### config.mk
export PLATFORM = sky130hd
export DESIGN_NAME = prime_implicant_engine
export DESIGN_NICKNAME = d
export VERILOG_FILES = /design/src/rtl/pig_pkg.sv /design/src/rtl/pig_trit_counter.sv /design/src/rtl/pig_merge_probe.sv /design/src/rtl/pig_onset_check.sv /design/src/rtl/prime_implicant_engine.sv
export SDC_FILE = /design/constraint.sdc
export NUM_CORES = 1
export LEC_CHECK = 0
export ABC_AREA = 1
export BUFFER_PORTS_ARGS = -buffer_cell sky130_fd_sc_hd__buf_2
export CAP_MARGIN = 0
export CORE_ASPECT_RATIO = 0.9
export CORE_MARGIN = 8
export CORE_UTILIZATION = 45
export DETAILED_ROUTE_END_ITERATION = 8
export PLACE_DENSITY = 0.71
export SLEW_MARGIN = 10
export SYNTH_ARGS = -nofsm -noshare
export SYNTH_HDL_FRONTEND = slang
export SYNTH_SLANG_ARGS = --single-unit
### constraint.sdc
create_clock -name clk -period 5.6 [get_ports clk]
set_input_delay 0.56 -clock clk [delete_from_list [all_inputs] [get_ports clk]]
set_output_delay 0.56 -clock clk [all_outputs]
set_load 0.1 [all_outputs]
### src/rtl/pig_pkg.sv
package pig_pkg;

   typedef logic [1:0] trit_t;

   localparam trit_t TRIT_LO   = 2'd0;
   localparam trit_t TRIT_HI   = 2'd1;
   localparam trit_t TRIT_DASH = 2'd2;

   typedef enum logic [1:0] {
      ST_IDLE,
      ST_MERGE,
      ST_EMIT,
      ST_FIN
   } eng_state_e;

   function automatic int pow3(input int n);
      int r;
      r = 1;
      for (int i = 0; i < n; i++) r = r * 3;
      return r;
   endfunction

   // ternary index of a fully specified minterm
   function automatic int bin_to_cube(input int m, input int n);
      int acc;
      acc = 0;
      for (int i = 0; i < n; i++)
         if (((m >> i) & 1) == 1) acc = acc + pow3(i);
      return acc;
   endfunction

endpackage

### src/rtl/pig_trit_counter.sv
module pig_trit_counter
   import pig_pkg::*;
#(
   parameter int NDIG = 4,
   parameter int IW   = 7
) (
   input  logic                  clk,
   input  logic                  rst_n,
   input  logic                  clr_i,
   input  logic                  inc_i,
   output logic [NDIG-1:0][1:0]  digs_o,
   output logic [IW-1:0]         idx_o,
   output logic                  last_o
);

   logic [NDIG-1:0][1:0] digs_q;
   logic [NDIG-1:0][1:0] digs_d;
   logic [NDIG-1:0]      top_dig;

   always_comb begin
      logic carry;
      carry  = 1'b1;
      digs_d = digs_q;
      for (int i = 0; i < NDIG; i++) begin
         if (carry) begin
            if (digs_q[i] == TRIT_DASH) begin
               digs_d[i] = TRIT_LO;
            end else begin
               digs_d[i] = digs_q[i] + 2'd1;
               carry     = 1'b0;
            end
         end
      end
   end

   always_ff @(posedge clk or negedge rst_n) begin
      if (!rst_n)     digs_q <= '0;
      else if (clr_i) digs_q <= '0;
      else if (inc_i) digs_q <= digs_d;
   end

   generate
      for (genvar gi = 0; gi < NDIG; gi++) begin : g_top
         assign top_dig[gi] = (digs_q[gi] == TRIT_DASH);
      end
   endgenerate

   always_comb begin
      idx_o = '0;
      for (int i = 0; i < NDIG; i++)
         idx_o = idx_o + IW'(digs_q[i]) * IW'(pow3(i));
   end

   assign last_o = &top_dig;
   assign digs_o = digs_q;

endmodule

### src/rtl/pig_merge_probe.sv
module pig_merge_probe
   import pig_pkg::*;
#(
   parameter int NVARS = 4,
   parameter int NCUBE = 81,
   parameter int IW    = 7
) (
   input  logic [NVARS-1:0][1:0]    digs_i,
   input  logic [IW-1:0]            idx_i,
   input  logic [NCUBE-1:0]         present_i,
   output logic [NVARS-1:0]         can_merge_o,
   output logic [NVARS-1:0][IW-1:0] merged_idx_o
);

   generate
      for (genvar gi = 0; gi < NVARS; gi++) begin : g_pos
         localparam logic [IW-1:0] WGT = IW'(pow3(gi));
         logic          lit_lo;
         logic [IW-1:0] partner;
         assign lit_lo  = (digs_i[gi] == TRIT_LO);
         // neighbour across position gi: the same cube with that literal flipped
         assign partner = lit_lo ? (idx_i + WGT) : (idx_i - WGT);
         assign merged_idx_o[gi] = lit_lo ? (idx_i + WGT + WGT) : (idx_i + WGT);
         assign can_merge_o[gi]  = (digs_i[gi] != TRIT_DASH) && present_i[partner];
      end
   endgenerate

endmodule

### src/rtl/pig_onset_check.sv
module pig_onset_check
   import pig_pkg::*;
#(
   parameter int NVARS = 4,
   parameter int NMIN  = 16
) (
   input  logic [NVARS-1:0][1:0] digs_i,
   input  logic [NMIN-1:0]       on_i,
   output logic                  hit_o
);

   logic [NMIN-1:0] hit_v;

   generate
      for (genvar gm = 0; gm < NMIN; gm++) begin : g_min
         logic [NVARS-1:0] pos_ok;
         for (genvar gi = 0; gi < NVARS; gi++) begin : g_pos
            localparam bit MBIT = ((gm >> gi) & 1) == 1;
            assign pos_ok[gi] = (digs_i[gi] == TRIT_DASH) || (digs_i[gi][0] == MBIT);
         end
         assign hit_v[gm] = on_i[gm] && (&pos_ok);
      end
   endgenerate

   assign hit_o = |hit_v;

endmodule

### src/rtl/prime_implicant_engine.sv
module prime_implicant_engine
   import pig_pkg::*;
#(
   parameter int NVARS = 4,
   localparam int NMIN  = 1 << NVARS,
   localparam int NCUBE = pow3(NVARS),
   localparam int IW    = $clog2(NCUBE),
   localparam int CW    = $clog2(NCUBE + 1),
   localparam int KW    = $clog2(NVARS + 1)
) (
   input  logic              clk,
   input  logic              rst_n,
   input  logic              start_i,
   input  logic [NMIN-1:0]   on_mask_i,
   input  logic [NMIN-1:0]   dc_mask_i,
   output logic              busy_o,
   output logic              prime_valid_o,
   output logic [NVARS-1:0]  prime_value_o,
   output logic [NVARS-1:0]  prime_dash_o,
   output logic              done_o,
   output logic [CW-1:0]     prime_count_o
);

   generate
      if (NVARS < 1 || NVARS > 6) begin : g_bad_nvars
         $error("prime_implicant_engine: NVARS must lie in 1..6");
      end
   endgenerate

   eng_state_e state_q;
   logic [NCUBE-1:0] present_q;
   logic [NCUBE-1:0] covered_q;
   logic [NMIN-1:0]  on_q;
   logic [KW-1:0]    pass_q;
   logic             grew_q;
   logic [CW-1:0]    count_q;

   logic [NVARS-1:0][1:0]    cur_digs;
   logic [IW-1:0]            cur_idx;
   logic                     cur_last;
   logic [NVARS-1:0]         can_merge;
   logic [NVARS-1:0][IW-1:0] merged_idx;
   logic                     on_hit;
   logic [NVARS-1:0]         cur_dash;
   logic [NVARS-1:0]         cur_val;
   logic [KW-1:0]            cur_ndash;
   logic                     in_pass;
   logic                     merge_now;
   logic                     grew_now;
   logic                     is_prime;
   logic                     cnt_clr;
   logic                     cnt_inc;

   generate
      for (genvar gi = 0; gi < NVARS; gi++) begin : g_lit
         assign cur_dash[gi] = (cur_digs[gi] == TRIT_DASH);
         assign cur_val[gi]  = (cur_digs[gi] == TRIT_HI);
      end
   endgenerate

   always_comb begin
      cur_ndash = '0;
      for (int i = 0; i < NVARS; i++) cur_ndash = cur_ndash + KW'(cur_dash[i]);
   end

   assign cnt_clr = (state_q == ST_IDLE) || ((state_q == ST_MERGE) && cur_last);
   assign cnt_inc = (state_q == ST_MERGE) || (state_q == ST_EMIT);

   pig_trit_counter #(.NDIG(NVARS), .IW(IW)) i_scan (
      .clk    (clk),
      .rst_n  (rst_n),
      .clr_i  (cnt_clr),
      .inc_i  (cnt_inc),
      .digs_o (cur_digs),
      .idx_o  (cur_idx),
      .last_o (cur_last)
   );

   pig_merge_probe #(.NVARS(NVARS), .NCUBE(NCUBE), .IW(IW)) i_probe (
      .digs_i       (cur_digs),
      .idx_i        (cur_idx),
      .present_i    (present_q),
      .can_merge_o  (can_merge),
      .merged_idx_o (merged_idx)
   );

   pig_onset_check #(.NVARS(NVARS), .NMIN(NMIN)) i_onchk (
      .digs_i (cur_digs),
      .on_i   (on_q),
      .hit_o  (on_hit)
   );

   assign in_pass   = present_q[cur_idx] && (cur_ndash == pass_q);
   assign merge_now = in_pass && (|can_merge);
   assign grew_now  = grew_q || merge_now;
   assign is_prime  = present_q[cur_idx] && !covered_q[cur_idx] && on_hit;

   always_ff @(posedge clk or negedge rst_n) begin
      if (!rst_n) begin
         state_q       <= ST_IDLE;
         present_q     <= '0;
         covered_q     <= '0;
         on_q          <= '0;
         pass_q        <= '0;
         grew_q        <= 1'b0;
         count_q       <= '0;
         prime_valid_o <= 1'b0;
         prime_value_o <= '0;
         prime_dash_o  <= '0;
         done_o        <= 1'b0;
      end else begin
         prime_valid_o <= 1'b0;
         done_o        <= 1'b0;
         case (state_q)
            ST_IDLE: begin
               if (start_i) begin
                  on_q      <= on_mask_i;
                  covered_q <= '0;
                  count_q   <= '0;
                  pass_q    <= '0;
                  grew_q    <= 1'b0;
                  present_q <= '0;
                  for (int m = 0; m < NMIN; m++)
                     present_q[bin_to_cube(m, NVARS)] <= on_mask_i[m] | dc_mask_i[m];
                  state_q   <= ST_MERGE;
               end
            end
            ST_MERGE: begin
               if (in_pass) begin
                  for (int i = 0; i < NVARS; i++)
                     if (can_merge[i]) present_q[merged_idx[i]] <= 1'b1;
                  if (|can_merge) covered_q[cur_idx] <= 1'b1;
               end
               if (cur_last) begin
                  grew_q <= 1'b0;
                  if (grew_now) pass_q <= pass_q + KW'(1);
                  else          state_q <= ST_EMIT;
               end else begin
                  grew_q <= grew_now;
               end
            end
            ST_EMIT: begin
               prime_valid_o <= is_prime;
               prime_value_o <= cur_val;
               prime_dash_o  <= cur_dash;
               if (is_prime) count_q <= count_q + CW'(1);
               if (cur_last) state_q <= ST_FIN;
            end
            ST_FIN: begin
               done_o  <= 1'b1;
               state_q <= ST_IDLE;
            end
            default: state_q <= ST_IDLE;
         endcase
      end
   end

   assign busy_o        = (state_q != ST_IDLE);
   assign prime_count_o = count_q;

endmodule

==> reports/metrics.cfg <==
[global_route]
grt_pass1_vias = 21300
grt_usage = 0.363
grt_pass1_wl_microns = 133000
grt_overflow = 0
antenna_found_initial = 1
grt_max_degree = 145

[synthesis]
async_reset_ff_frac = 1.00
seq_area_frac_synth = 0.286
yosysTopAreaCell = dfrtp_1
synthCells = 3045
synth_cell_types = 54
synth_area_leaders = dfrtp_1, nand2_1, nand3_1
synth-edff-count = 0
synth_area_sq_um = 18300
avgSynthCellArea_sq_um = 6.00
ys_ff_latch = 209
synthFlopType = dfrtp_1
yosysWarnings = 0
synth_top_cell_area_share = 0.286
synth_nets = 3121

[final_layout]
final-seq-area_sq_um = 5230
final-instance-count-excl-fill = 3854
layout-drive-gt1-share = 0.166
layout_commonest_cell = nand2_1
nets = 3374
most-common-layout-cells = nand2_1, nand3_1, inv_1
area_growth_pct = 21.8
multi_input_area_sq_um = 11600
nFillCells = 4088
insertedDiodeCount = 0

[outcome]
outcome = finished, final reports clean

[timing]
postLayoutSetupSlackWorst_ps = 162
hold_ws_ps = 222
tightest_slew_ps = 1300
finalSetupTns_ps = 0
clock.fmax_mhz = 184
slew_headroom = 0.124
fin_skew_ps = 37.8
fin_crit_ps = 5440
rsz0062_at_grt = yes
period_share = 0.971
final-setup-viol-count = 0
hold_violations = 0
maxSlewViolCount = 0

[critical_path]
ff2ff_setup_slack_ps = 160
crit_type = register to register
r2r-start = i_scan.digs_o[1]
cp.arrival_ps = 5870
worstPathRequired_ps = 6030
critPathMaxFanout = 10
reg2reg_to = present_q[80]
crit_path_end_kind = register
reg2reg_depth = 25
crit_path_start_kind = register

[place]
place_ws_ps = -314
place_inst = 3802
gp_congestion = 1.08
dp_hpwl_microns = 68100
portBuffers = 52

[cts]
cts-root-buf = clkbuf_16
clk_path_buf_depth = 3
clock_latency_ps = 590
cts.htree.levels = 1
cts_tree = yes
cts_made_buffers = 26
path_clk_slew_ps = 70
cts.sinks = 209

[route]
drtAntennaViolNets = 0
firstDrtPassIters = 5
via_per_inst = 5.94
wl_per_cell_microns = 23.2
drc = 0
first_iter_violations = 3211
vias = 22900
wl_microns = 89400

[die]
die_h_microns = 207
num_io_pins = 53
initial_utilization = 0.453
die_area_sq_um = 47300
die_x_microns = 228
core_area_sq_um = 40400
rows = 70

[min_path]
hold_path_class = input port to register
hold_path_depth = 2
worstHoldStart = on_mask_i[5]
hold_end = on_q[5]

[flow_run]
max_cap_violations = 0

## metal layers
metal,up-vias,routed length (microns),global-route usage
li1,10400,-,-
met1,10800,37000,0.512
met2,1466,36200,0.514
met3,248,11900,0.0993
met4,0,4340,0.148
met5,-,0,0
## worst max path at each step
| stage | start | endpoint |
|---|---|---|
| 2_1_floorplan | i_scan.digs_o[2] | covered_q[17] |
| 3_3_place_gp | i_scan.digs_o[1] | present_q[21] |
| 3_5_place_dp | i_scan.digs_o[1] | present_q[21] |
| 4_1_cts | i_scan.digs_o[1] | present_q[21] |
| 5_1_grt | i_scan.digs_o[1] | present_q[2] |
| 6_report | i_scan.digs_o[1] | present_q[80] |
## cell families after synthesis
group / share of synthesized area
XOR/XNOR: 0.00767
adder cells (fa/ha/maj): 0.0309
AO/OA/AOI/OAI: 0.131
multiplexers: 0.00924
AND/OR/NAND/NOR: 0.440
flip-flops: 0.286
buffers and inverters: 0.0950
## synthesized netlist by cell type, types with 8 or more instances
cell type  number
nor3_1         24
nor2_1        283
a21oi_1        47
dfrtp_1       209
nand2_1      1160
o22ai_1        38
xor2_1         13
buf_4           9
inv_2          16
buf_2          46
nand2_2        20
o21ai_0       201
a221oi_1        8
a22oi_1        16
ha_1           34
inv_1         268
o211ai_1        8
nand4_1        54
o21ai_1        99
nor2_2         25
buf_6          13
mux2_2         15
clkbuf_1       52
nand3_1       319
## state kept, by name (all words and copies together) (netlist names)
signal / cells
covered_q: 81
done_o: 1
grew_q: 1
i_scan.digs_o: 8
on_q: 16
pass_q: 3
present_q: 81
prime_count_o: 7
prime_dash_o: 4
prime_valid_o: 1
prime_value_o: 4
state_q: 2
## area by class of cell
type                            instances  area share
Multi-Input combinational cell       2424       0.521
Sequential cell                       209       0.235
Timing Repair Buffer                  348       0.129
Inverter                              289      0.0491
Clock buffer                           33      0.0327
Tap cell                              540      0.0303
Clock inverter                         11     0.00348
## through the flow
| step | utilization | cell area, sq um |
|---|---|---|
| after detailed placement | 0.523 | 21100 |
| after global routing | 0.551 | 22300 |
| after CTS | 0.543 | 21900 |
| after global placement | 0.523 | 21100 |
| final | 0.551 | 22300 |
| after floorplan | - | 18300 |
## critical path, stage by stage, from the launching register on
cell and delay (ps):
dfrtp_1 410, fa_1 550, ha_1 140, inv_1 50
fa_1 470, inv_1 50, fa_2 450, fa_2 710
buf_4 170, o21ai_1 110, nor2_1 200, nand3_2 150
nand2_1 150, nand3_2 120, nand2_2 130, nand3_1 80
nand2_1 120, nand2_2 140, nand2_4 130, buf_12 160
inv_2 60, buf_4 120, nand4_1 130, nand3_1 100
o21ai_1 300, nand2_1 80
## repair_timing
action,CTS,global route
pin swaps,1,9
setup endpoints to repair,67,174
resized for setup,9,91
endpoints found under the hold margin,48,0
hold buffers,1,0
buffers inserted,0,7
Power is left out: the tool's default activity adds up to more than one toggle a clock period on the data nets, which glitch-free logic cannot reach.
